--- config.mk ---
export PLATFORM = sky130hd
export DESIGN_NAME = symbol_phase_sync
export DESIGN_NICKNAME = d
export VERILOG_FILES = /design/src/rtl/sps_pkg.sv /design/src/rtl/sps_edge_det.sv /design/src/rtl/sps_phase_ctr.sv /design/src/rtl/sps_capture.sv /design/src/rtl/sps_flight_mon.sv /design/src/rtl/symbol_phase_sync.sv
export SDC_FILE = /design/constraint.sdc
export NUM_CORES = 1
export LEC_CHECK = 0
export ABC_AREA = 1
export CORE_MARGIN = 2
export CORE_UTILIZATION = 25
export DETAILED_ROUTE_END_ITERATION = 8
export PLACE_DENSITY = 0.44
export RECOVER_POWER = 25
export SYNTH_ARGS = -nofsm -noshare
export SYNTH_HDL_FRONTEND = slang
export SYNTH_HIERARCHICAL = 1
export SYNTH_SLANG_ARGS = --single-unit
--- constraint.sdc ---
create_clock -name clk_i -period 3.1 [get_ports clk_i]
set_clock_uncertainty 0.2 [all_clocks]
set_input_delay 0.31 -clock clk_i [delete_from_list [all_inputs] [get_ports clk_i]]
set_output_delay 0.31 -clock clk_i [all_outputs]
set_load 0.005 [all_outputs]
--- src/rtl/sps_pkg.sv ---
package sps_pkg;
  typedef struct packed {
    logic strobe;   // counter at last count of the symbol period
    logic rise;     // sync rising edge this cycle
    logic aligned;  // counter at first count of the symbol period
  } sps_evt_t;

  function automatic int unsigned sps_bits(input int unsigned n);
    return (n < 2) ? 1 : $clog2(n);
  endfunction
endpackage

--- src/rtl/sps_edge_det.sv ---
module sps_edge_det (
  input  logic clk_i,
  input  logic rst_ni,
  input  logic sync_i,
  output logic rise_o
);
  logic sync_q;

  always_ff @(posedge clk_i or negedge rst_ni) begin
    if (!rst_ni) sync_q <= 1'b0;
    else         sync_q <= sync_i;
  end

  assign rise_o = sync_i & ~sync_q;
endmodule

--- src/rtl/sps_phase_ctr.sv ---
module sps_phase_ctr #(
  parameter int unsigned CPS = 4
) (
  input  logic              clk_i,
  input  logic              rst_ni,
  input  logic              rise_i,
  output sps_pkg::sps_evt_t evt_o
);
  localparam int unsigned CW = sps_pkg::sps_bits(CPS);
  localparam logic [CW-1:0] LAST   = CW'(CPS - 1);
  localparam logic [CW-1:0] RELOAD = CW'(1);

  logic [CW-1:0] cnt_q, cnt_d;

  // the sync edge cycle is count 0 of the new symbol, so reload to 1
  always_comb begin
    if (rise_i)             cnt_d = RELOAD;
    else if (cnt_q == LAST) cnt_d = '0;
    else                    cnt_d = cnt_q + RELOAD;
  end

  always_ff @(posedge clk_i or negedge rst_ni) begin
    if (!rst_ni) cnt_q <= '0;
    else         cnt_q <= cnt_d;
  end

  always_comb begin
    evt_o.strobe  = (cnt_q == LAST);
    evt_o.rise    = rise_i;
    evt_o.aligned = (cnt_q == '0);
  end
endmodule

--- src/rtl/sps_capture.sv ---
module sps_capture #(
  parameter int unsigned DW = 8
) (
  input  logic              clk_i,
  input  logic              rst_ni,
  input  sps_pkg::sps_evt_t evt_i,
  input  logic [DW-1:0]     data_i,
  output logic              strobe_o,
  output logic [DW-1:0]     sym_o,
  output logic              first_o
);
  logic pend_q;
  logic mark;

  // a strobe in the edge cycle is the stale one of a double sample
  assign mark = evt_i.strobe & ~evt_i.rise & pend_q;

  always_ff @(posedge clk_i or negedge rst_ni) begin
    if (!rst_ni) begin
      strobe_o <= 1'b0;
      sym_o    <= '0;
      first_o  <= 1'b0;
      pend_q   <= 1'b0;
    end else begin
      strobe_o <= evt_i.strobe;
      first_o  <= mark;
      if (evt_i.strobe) sym_o <= data_i;
      if (evt_i.rise)   pend_q <= 1'b1;
      else if (mark)    pend_q <= 1'b0;
    end
  end
endmodule

--- src/rtl/sps_flight_mon.sv ---
module sps_flight_mon #(
  parameter int unsigned HOLD_SYMS = 8
) (
  input  logic              clk_i,
  input  logic              rst_ni,
  input  sps_pkg::sps_evt_t evt_i,
  output logic              misalign_o
);
  localparam int unsigned FW = $clog2(HOLD_SYMS + 1);
  localparam logic [FW-1:0] HOLD = FW'(HOLD_SYMS);

  logic [FW-1:0] left_q;
  logic          busy;

  assign busy = (left_q != '0);

  always_ff @(posedge clk_i or negedge rst_ni) begin
    if (!rst_ni) begin
      left_q     <= '0;
      misalign_o <= 1'b0;
    end else begin
      if (evt_i.rise)                left_q <= HOLD;
      else if (evt_i.strobe && busy) left_q <= left_q - FW'(1);
      if (evt_i.rise && busy && !evt_i.aligned) misalign_o <= 1'b1;
    end
  end
endmodule

--- src/rtl/symbol_phase_sync.sv ---
module symbol_phase_sync #(
  parameter int unsigned CPS       = 4,
  parameter int unsigned DW        = 8,
  parameter int unsigned HOLD_SYMS = 8
) (
  input  logic          clk_i,
  input  logic          rst_ni,
  input  logic          sync_i,
  input  logic [DW-1:0] data_i,
  output logic          strobe_o,
  output logic [DW-1:0] sym_o,
  output logic          first_o,
  output logic          misalign_o
);
  logic              rise;
  sps_pkg::sps_evt_t evt;

  sps_edge_det i_edge (
    .clk_i  (clk_i),
    .rst_ni (rst_ni),
    .sync_i (sync_i),
    .rise_o (rise)
  );

  sps_phase_ctr #(.CPS(CPS)) i_ctr (
    .clk_i  (clk_i),
    .rst_ni (rst_ni),
    .rise_i (rise),
    .evt_o  (evt)
  );

  sps_capture #(.DW(DW)) i_cap (
    .clk_i    (clk_i),
    .rst_ni   (rst_ni),
    .evt_i    (evt),
    .data_i   (data_i),
    .strobe_o (strobe_o),
    .sym_o    (sym_o),
    .first_o  (first_o)
  );

  sps_flight_mon #(.HOLD_SYMS(HOLD_SYMS)) i_mon (
    .clk_i      (clk_i),
    .rst_ni     (rst_ni),
    .evt_i      (evt),
    .misalign_o (misalign_o)
  );
endmodule

### Word level (Yosys, flattened, before mapping)

Cells that the tools add are included.
Widths: inputs -> output; s select.

| cells by class | value |
|---|---|
| bitwise operators | 5 |
| muxes and demuxes | 6 |
| equal/unequal tests | 1 |
| reductions and logical operators | 8 |
| $add $sub $neg | 2 |

Operator list:

| kind | number |
|---|---|
| $mux 4 | 2 |
| $mux 2 | 2 |
| $reduce_bool 2->1 | 2 |
| $reduce_bool 4->1 | 1 |
| $sub 4x1->4 const B | 1 |
| $and 1x1->1 | 3 |
| $logic_and 1x1->1 | 3 |
| $add 2x1->2 const B | 1 |
| $eq 2x2->1 const B | 1 |
| $logic_not 2->1 | 1 |
| $mux 1 | 2 |
| $not 1->1 | 2 |
| $logic_not 1->1 | 1 |

| word-level totals | value |
|---|---|
| bits in registers | 19 |

### Longest topological paths before layout

Gate-level depths: netlist of run 1.

| depth | value |
|---|---|
| depth after elaboration | 7 |
| mapped depth | 7 |

### By module

The synthesis of run 1 kept the hierarchy.

Modules (own cells, without submodules):

| module | cells each | area an instance (µm²) | times used |
|---|---|---|---|
| sps_capture | 42 | 399.1 | 1 |
| sps_flight_mon | 34 | 317.8 | 1 |
| sps_phase_ctr | 11 | 105.1 | 1 |
| sps_edge_det | 3 | 35.0 | 1 |

### Worst setup path before layout of run 1

No wires, ideal clock.

| path | value |
|---|---|
| path type | reg-to-reg |
| start point | reg i_edge.sync_q |
| end point | reg i_mon.left_q[0] |
| path slack | 1844 ps |
| arrival time | 937 ps |
| stages on the path, launching flop included | 6 |
| period minus slack after synthesis | 1256 ps |
| data required time | 2781 ps |
| path buffers | 1 |
| path through | dfrtp_1 -> nor2_2 -> buf_4 -> bufinv_8 -> nand4_1 -> o21ai_2 |

| between the ends | value |
|---|---|
| word-level cells in the longest chain between the ends | 3 |

Ends and longest elaborated chain:

| element | RTL line | source |
|---|---|---|
| start, declared | sps_edge_det.sv:7 | `logic sync_q;` |
| start signal, assigned | sps_edge_det.sv:11 | `else sync_q <= sync_i;` |
| $not 1->1 * | sps_edge_det.sv:14 | `assign rise_o = sync_i & ~sync_q;` |
| $and 1x1->1 * | sps_edge_det.sv:14 |  |
| net rise | symbol_phase_sync.sv:15 | `logic rise;` |
| $mux 4 or $reduce_bool 2->1 (tied branches) | -- |  |
| end signal, assigned | sps_flight_mon.sv:23 | `else if (evt_i.strobe && busy) left_q <= left_q - FW'(1);` |
| end, declared | sps_flight_mon.sv:12 | `logic [FW-1:0] left_q;` |

The timed path passes the listed nets; every way through them passes the cells marked *.
A chain may end at the register's enable or synchronous reset.

### Worst setup path in the final report of run 1

| path | value |
|---|---|
| start point | in sync_i |
| end point | reg i_mon.left_q[2] |

| between the ends | value |
|---|---|
| word-level cells in the longest chain between the ends | 2 |

Ends and longest elaborated chain:

| element | RTL line | source |
|---|---|---|
| start, declared | symbol_phase_sync.sv:8 | `input logic sync_i,` |
| $and 1x1->1 * | sps_edge_det.sv:14 |  |
| net rise | symbol_phase_sync.sv:15 |  |
| $mux 4 or $reduce_bool 2->1 (tied branches) | -- |  |

Marks and branches as above.

==> results of run 1 <==
cell families (layout without fill, tap and decap cells):
family / Yosys count / count (layout) / share of synthesized area, %
XOR/XNOR: 1 / 1 / 1.02
AND/OR/NAND/NOR: 50 / 50 / 26.1
AO/OA/AOI/OAI: 3 / 3 / 2.92
adder cells (fa/ha/maj): 4 / 4 / 5.84
flip-flops: 19 / 19 / 55.5
buffers and inverters: 13 / 36 / 8.61
cell usage after synthesis, drive strengths merged:
cell / n / area, µm²
nand3: 5 / 30.0
nor2: 6 / 25.0
xor2: 1 / 8.76
dfrtp: 19 / 475
nand4: 1 / 6.26
o21bai: 1 / 7.51
nand2: 38 / 163
o21ai: 2 / 17.5
buf: 2 / 18.8
bufinv: 1 / 17.5
ha: 4 / 50.1
inv: 10 / 37.5
stage by stage:
stage / std cells / hold WS [ps] / utilization [%]
finish: 159 / 270 / 34.1
global route: 159 / 298 / 34.1
CTS: 159 / 263 / 34.2
detailed placement: 155 / 258 / 33.4
global placement: 155 / 253 / 33.4
floorplan: 90 / -186 / -
worst paths after layout:
check,startpoint,to
max,sync_i,i_mon/left_q[2]
min,i_ctr/cnt_q[0],i_ctr/cnt_q[0]
max reg2reg,i_ctr/cnt_q[0],i_cap/sym_o[5]
min reg2reg,i_ctr/cnt_q[0],i_ctr/cnt_q[0]
max in group asynchronous,rst_ni,i_cap/sym_o[3]
min in group asynchronous,rst_ni,i_mon/left_q[1]
critical path, cell delays in order:
cell	delay [ps]
dlygate4sd3_1	540
inv_1	40
nor2_1	320
bufinv_8	270
nand2_4	100
nand3_2	60
nand2_1	50
cells in the final DEF (no fill, tap or decap):
cell type,n
dfrtp_1,19
dlygate4sd3_1,2
inv_2,2
nor2_1,6
bufinv_8,1
clkbuf_4,3
clkdlybuf4s50_1,19
nand2_2,2
o21ai_2,2
nand3_1,4
nand3_2,1
inv_1,8
nand4_1,1
clkbuf_1,1
nand2_1,34
ha_1,4
xor2_1,1
nand2_4,2
o21bai_1,1
layout make-up:
cell class / instances / area, µm² / area share, %
Inverter: 11 / 55.1 / 4.87
Sequential cell: 19 / 475 / 42.1
Clock buffer: 4 / 26.3 / 2.33
Timing Repair Buffer: 21 / 210 / 18.6
Multi-Input combinational cell: 58 / 305 / 27.0
Tap cell: 46 / 57.6 / 5.09
registers in the layout, indices dropped and copies added, names as in the netlist:
register          flops
i_cap/sym_o           8
i_cap/pend_q          1
i_mon/misalign_o      1
i_mon/left_q          4
i_cap/first_o         1
i_edge/sync_q         1
i_cap/strobe_o        1
i_ctr/cnt_q           2
power breakdown:
part | total [mW] | internal [mW] | switching [mW]
clock | 0.122 | 0.0500 | 0.0719
combinational | 0.390 | 0.200 | 0.189
sequential | 0.394 | 0.340 | 0.0534
per-layer routing:
layer  track usage (%)  vias up  part of all wire (%)
met5                 0        -                     0
met1              11.4      291                    46
met4              2.50        0                   1.2
met2              14.5       11                    49
li1                  -      320                     -
met3              3.96        2                   3.7
==> flow_metrics.tcl, run 1 <==
set metrics [dict create \
    syn_inst 90 \
    nets 129 \
    postPlaceCellArea_um2 1110 \
    grt_pass1_wl_um 2770 \
    post-route-cell-area_um2 1130 \
    hold_buffers 0 \
    drt-total-wl_um 1550 \
    die_area_um2 3910 \
    maxSlewViolCount 0 \
    cts_root_buf "clkbuf_4" \
    fillers 365 \
    max_slew.worst_pin.slew_ps 846 \
    drtAntennaViolNets 0 \
    p_total_mw 0.905 \
    grt_use_total_pct 9.17 \
    clock-sinks 19 \
    antenna_found_initial 0 \
    hold_depth 1 \
    syn_to_final_growth_pct 31.8 \
    start_util_pct 25.9 \
    io_buffer_count 21 \
    rsz0062_at_grt "false" \
    num_rows 21 \
    period_minus_slack_ps 1670 \
    drive_gt1_share_pct 11.5 \
    diodes 0 \
    pre_cts_slack_ps 1300 \
    crit_path_end_kind "flop" \
    vdd_drop_max_mv 0.318 \
    finalSetupViolCount 0 \
    cp.arrival_ps 1700 \
    dieHeight_um 62.6 \
    drv_cap 0 \
    ys_seq_elements 19 \
    chipWidth_um 62.6 \
    drt_iter0_drc 13 \
    viasPerCell 3.92 \
    finalCritPeriodShare_pct 53.8 \
    ff2ff_setup_slack_ps 1530 \
    io_pins 22 \
    p_leak_nw 0.560 \
    post-dp-hpwl_um 1170 \
    syn-num-nets 105 \
    grt_max_degree 20 \
    reg2regPathDepth 4 \
    worstSetupPathType "in -> reg" \
    worstSkewPairLatency_ps 290 \
    yosys_warnings 6 \
    core_area_um2 3310 \
    clock_path_buffers 2 \
    finalWorstSetupSlack_ps 1430 \
    wl_per_cell_um 9.73 \
    drcViolationCount 0 \
    cts_tree "yes" \
    hold_violations 0 \
    yosysUniqueCellTypes 18 \
    grt_pass1_vias 601 \
    tns_ps 0 \
    cp_data_required_time_ps 3130 \
    routabilityCongestion 0.720 \
    fmax_ghz 0.600 \
    synth_area_um2 857 \
    synth_area_per_cell_um2 9.52 \
    status "finished, final reports clean" \
    ctsResizeCount 0 \
    hp-class "reg -> reg" \
    power_density_nw_per_um2 801 \
    cts_buffers 3 \
    via_count 624 \
    dr.pass1.iters 4 \
    ys_seq_area_share_pct 55.5 \
    post_cts_buffers 0 \
    htreeDepth 1 \
    critPathLaunchType "primary input" \
    grt_overflow 0 \
    slew-limit-headroom_pct 43.4 \
    cp_max_fo 7 \
    clkTransAtPathRegs_ps 100 \
]
(Power assumes the default switching activity.)
==> run 2: changes to the inputs <==
--- a/config.mk
+++ b/config.mk
@@ -9,7 +9,7 @@
 export CORE_MARGIN = 2
 export CORE_UTILIZATION = 25
 export DETAILED_ROUTE_END_ITERATION = 8
-export PLACE_DENSITY = 0.44
+export PLACE_DENSITY = 0.46
 export RECOVER_POWER = 25
 export SYNTH_ARGS = -nofsm -noshare
 export SYNTH_HDL_FRONTEND = slang
==> constraint.sdc (replaced) <==
create_clock -name clk_i -period 1.36 [get_ports clk_i]
set_clock_uncertainty 0.2 [all_clocks]
set_input_delay 0.136 -clock clk_i [delete_from_list [all_inputs] [get_ports clk_i]]
set_output_delay 0.136 -clock clk_i [all_outputs]
set_load 0.005 [all_outputs]
==> run 2 against run 1 <==
  * Clock-buffer cell count is 1 lower
  * Largest cell class unchanged
  * Largest power group is now combinational logic
  * Sequential share of layout area is 2.5 points lower
  * Hold slack worse by 110 ps
  * First-iteration DRC count stayed put
  * Register-to-register slack worse by 1500 ps
  * Final area is 6.2% higher
==> flow_metrics.tcl, run 2 (synthesized netlist as in run 1, its figures left out) <==
set metrics [dict create \
    cts_root_buf "clkbuf_4" \
    slew-limit-headroom_pct 70.7 \
    startpoint "i_cap/sym_o[3]" \
    critical_path.top_delay_family "flip-flops" \
    drive_gt1_share_pct 22.1 \
    p_leak_nw 0.630 \
    grt_overflow 0 \
    diodes 0 \
    hold_violations 0 \
    drv_cap 0 \
    layout_commonest_cell "nand2_1" \
    hp-class "in -> reg" \
    drt-total-wl_um 1550 \
    min-delay-start "data_i[7]" \
    grt_use_total_pct 8.93 \
    finalSetupViolCount 0 \
    drcViolationCount 0 \
    num_rows 21 \
    cts_buffers 3 \
    antenna_found_initial 0 \
    fmax_ghz 0.774 \
    viasPerCell 3.89 \
    routabilityCongestion 0.789 \
    path_buf_inv 1 \
    core_area_um2 3310 \
    drt_iter0_drc 13 \
    timing.hold.ws_ps 165 \
    clock_path_buffers 2 \
    p_sw_share_pct 36.0 \
    io_buffer_count 21 \
    power_density_nw_per_um2 1770 \
    clock-sinks 19 \
    worstSkewPairLatency_ps 300 \
    cts_tree "yes" \
    io_pins 22 \
    p_int_mw 1.36 \
    largestRegisters "i_cap/sym_o: 8 flops, i_mon/left_q: 4 flops, i_ctr/cnt_q: 2 flops" \
    grt_pass1_wl_um 2680 \
    period_minus_slack_ps 1290 \
    p_total_mw 2.12 \
    max_stage_delay_ps 400 \
    status "finished, final reports clean" \
    p_comb_share_pct 44.5 \
    max_slew.worst_pin.slew_ps 439 \
    critPathLaunchType "flop" \
    cp_max_fo 2 \
    wl_per_cell_um 9.23 \
    vdd_drop_max_mv 0.650 \
    cp.arrival_ps 960 \
    via_count 653 \
    largest_reg_flops 8 \
    cp_data_required_time_ps 1020 \
    fillers 384 \
    cp_cell_sequence "dlygate4sd2_1" \
    start_util_pct 25.9 \
    clkTransAtPathRegs_ps 110 \
    syn_to_final_growth_pct 40.0 \
    grt_pass1_vias 606 \
    crit_path_end_kind "primary output" \
    switchingPower_mw 0.764 \
    drtAntennaViolNets 0 \
    htreeDepth 1 \
    rsz0062_at_grt "true" \
    grt_max_degree 20 \
    p_clk_share_pct 13.3 \
    largest_register "i_cap/sym_o" \
    worstSetupPathType "reg -> out" \
    seqPwrFrac_pct 42.2 \
    dr.pass1.iters 2 \
    post-dp-hpwl_um 1170 \
    dieHeight_um 62.6 \
    chipWidth_um 62.6 \
    die_area_um2 3910 \
    layout_common_cells "nand2_1 (34), dfrtp_1 (19), dlygate4sd2_1 (11), clkdlybuf4s50_1 (9)" \
    slowest_stage "dfrtp_1" \
    maxSlewViolCount 0 \
    nets 138 \
    reg2reg_from "i_mon/left_q[1]" \
    finalCritPeriodShare_pct 95.0 \
]
run 2: layer usage:
| layer | up-vias | part of all wire (%) | global-route usage [%] |
|---|---|---|---|
| met4 | 0 | 1.7 | 4.17 |
| met5 | - | 0 | 0 |
| li1 | 336 | - | - |
| met2 | 10 | 47 | 14.2 |
| met3 | 2 | 3.5 | 3.78 |
| met1 | 305 | 47 | 10.4 |
run 2: through the flow:
step	setup TNS [ps]	util (%)	cells	setup WS (ps)	instance area [µm²]
final	0	36.2	168	68.0	1200
after global routing	-23.7	36.2	168	-10.0	1200
after CTS	0	35.3	165	13.3	1170
after detailed placement	-310	34.3	159	-79.6	1140
after global placement	-192	34.3	159	-54.6	1140
after floorplan	0	-	90	104	857
run 2: repair_timing:
item                                    4_1_cts  5_1_grt
hold endpoints to repair                     19        0
hold buffers                                  1        0
endpoints found under the setup margin       11        9
pin swaps                                     0        1
gates resized for setup                      11        5
buffers inserted                              1        3
run 2: worst paths after layout:
check / end / slack [ps] / cells past startpoint
min in group asynchronous: i_mon/misalign_o / 570 / 3
max in group asynchronous: i_cap/sym_o[6] / 80 / 3
worst min-delay path: i_cap/sym_o[7] / 170 / 3
worst max-delay path: sym_o[3] / 70 / 1
worst max register to register: i_mon/left_q[1] / 70 / 6
worst min register to register: i_cap/sym_o[0] / 270 / 2
run 2: worst reg2reg max path, delay by kind of cell, from the launching register on:
family	cells	cell delay [ps]
AOI/OAI and AO/OA	1	50
adders and majority gates	1	260
buffers and inverters	2	170
DFF	1	370
and+or+nand+nor	2	180
run 2: final cells by class:
type	instances	area (µm²)	share of cell area, %
flip-flops and latches	19	475	39.6
inverters	11	55.1	4.59
clock inverters	1	5.00	0.417
clock buffers	3	22.5	1.88
well taps	46	57.6	4.80
multi-input cells	58	320	26.7
repair buffers	30	264	22.0
run 2: power groups by stage:
stage / registers [mW] / logic [mW] / clock network [mW]
2_1_floorplan: 0.907 / 0.523 / 0
3_3_place_gp: 0.910 / 0.943 / 0
3_5_place_dp: 0.912 / 0.941 / 0
4_1_cts: 0.894 / 0.877 / 0.302
5_1_grt: 0.926 / 1.08 / 0.331
6_report: 0.896 / 0.944 / 0.283
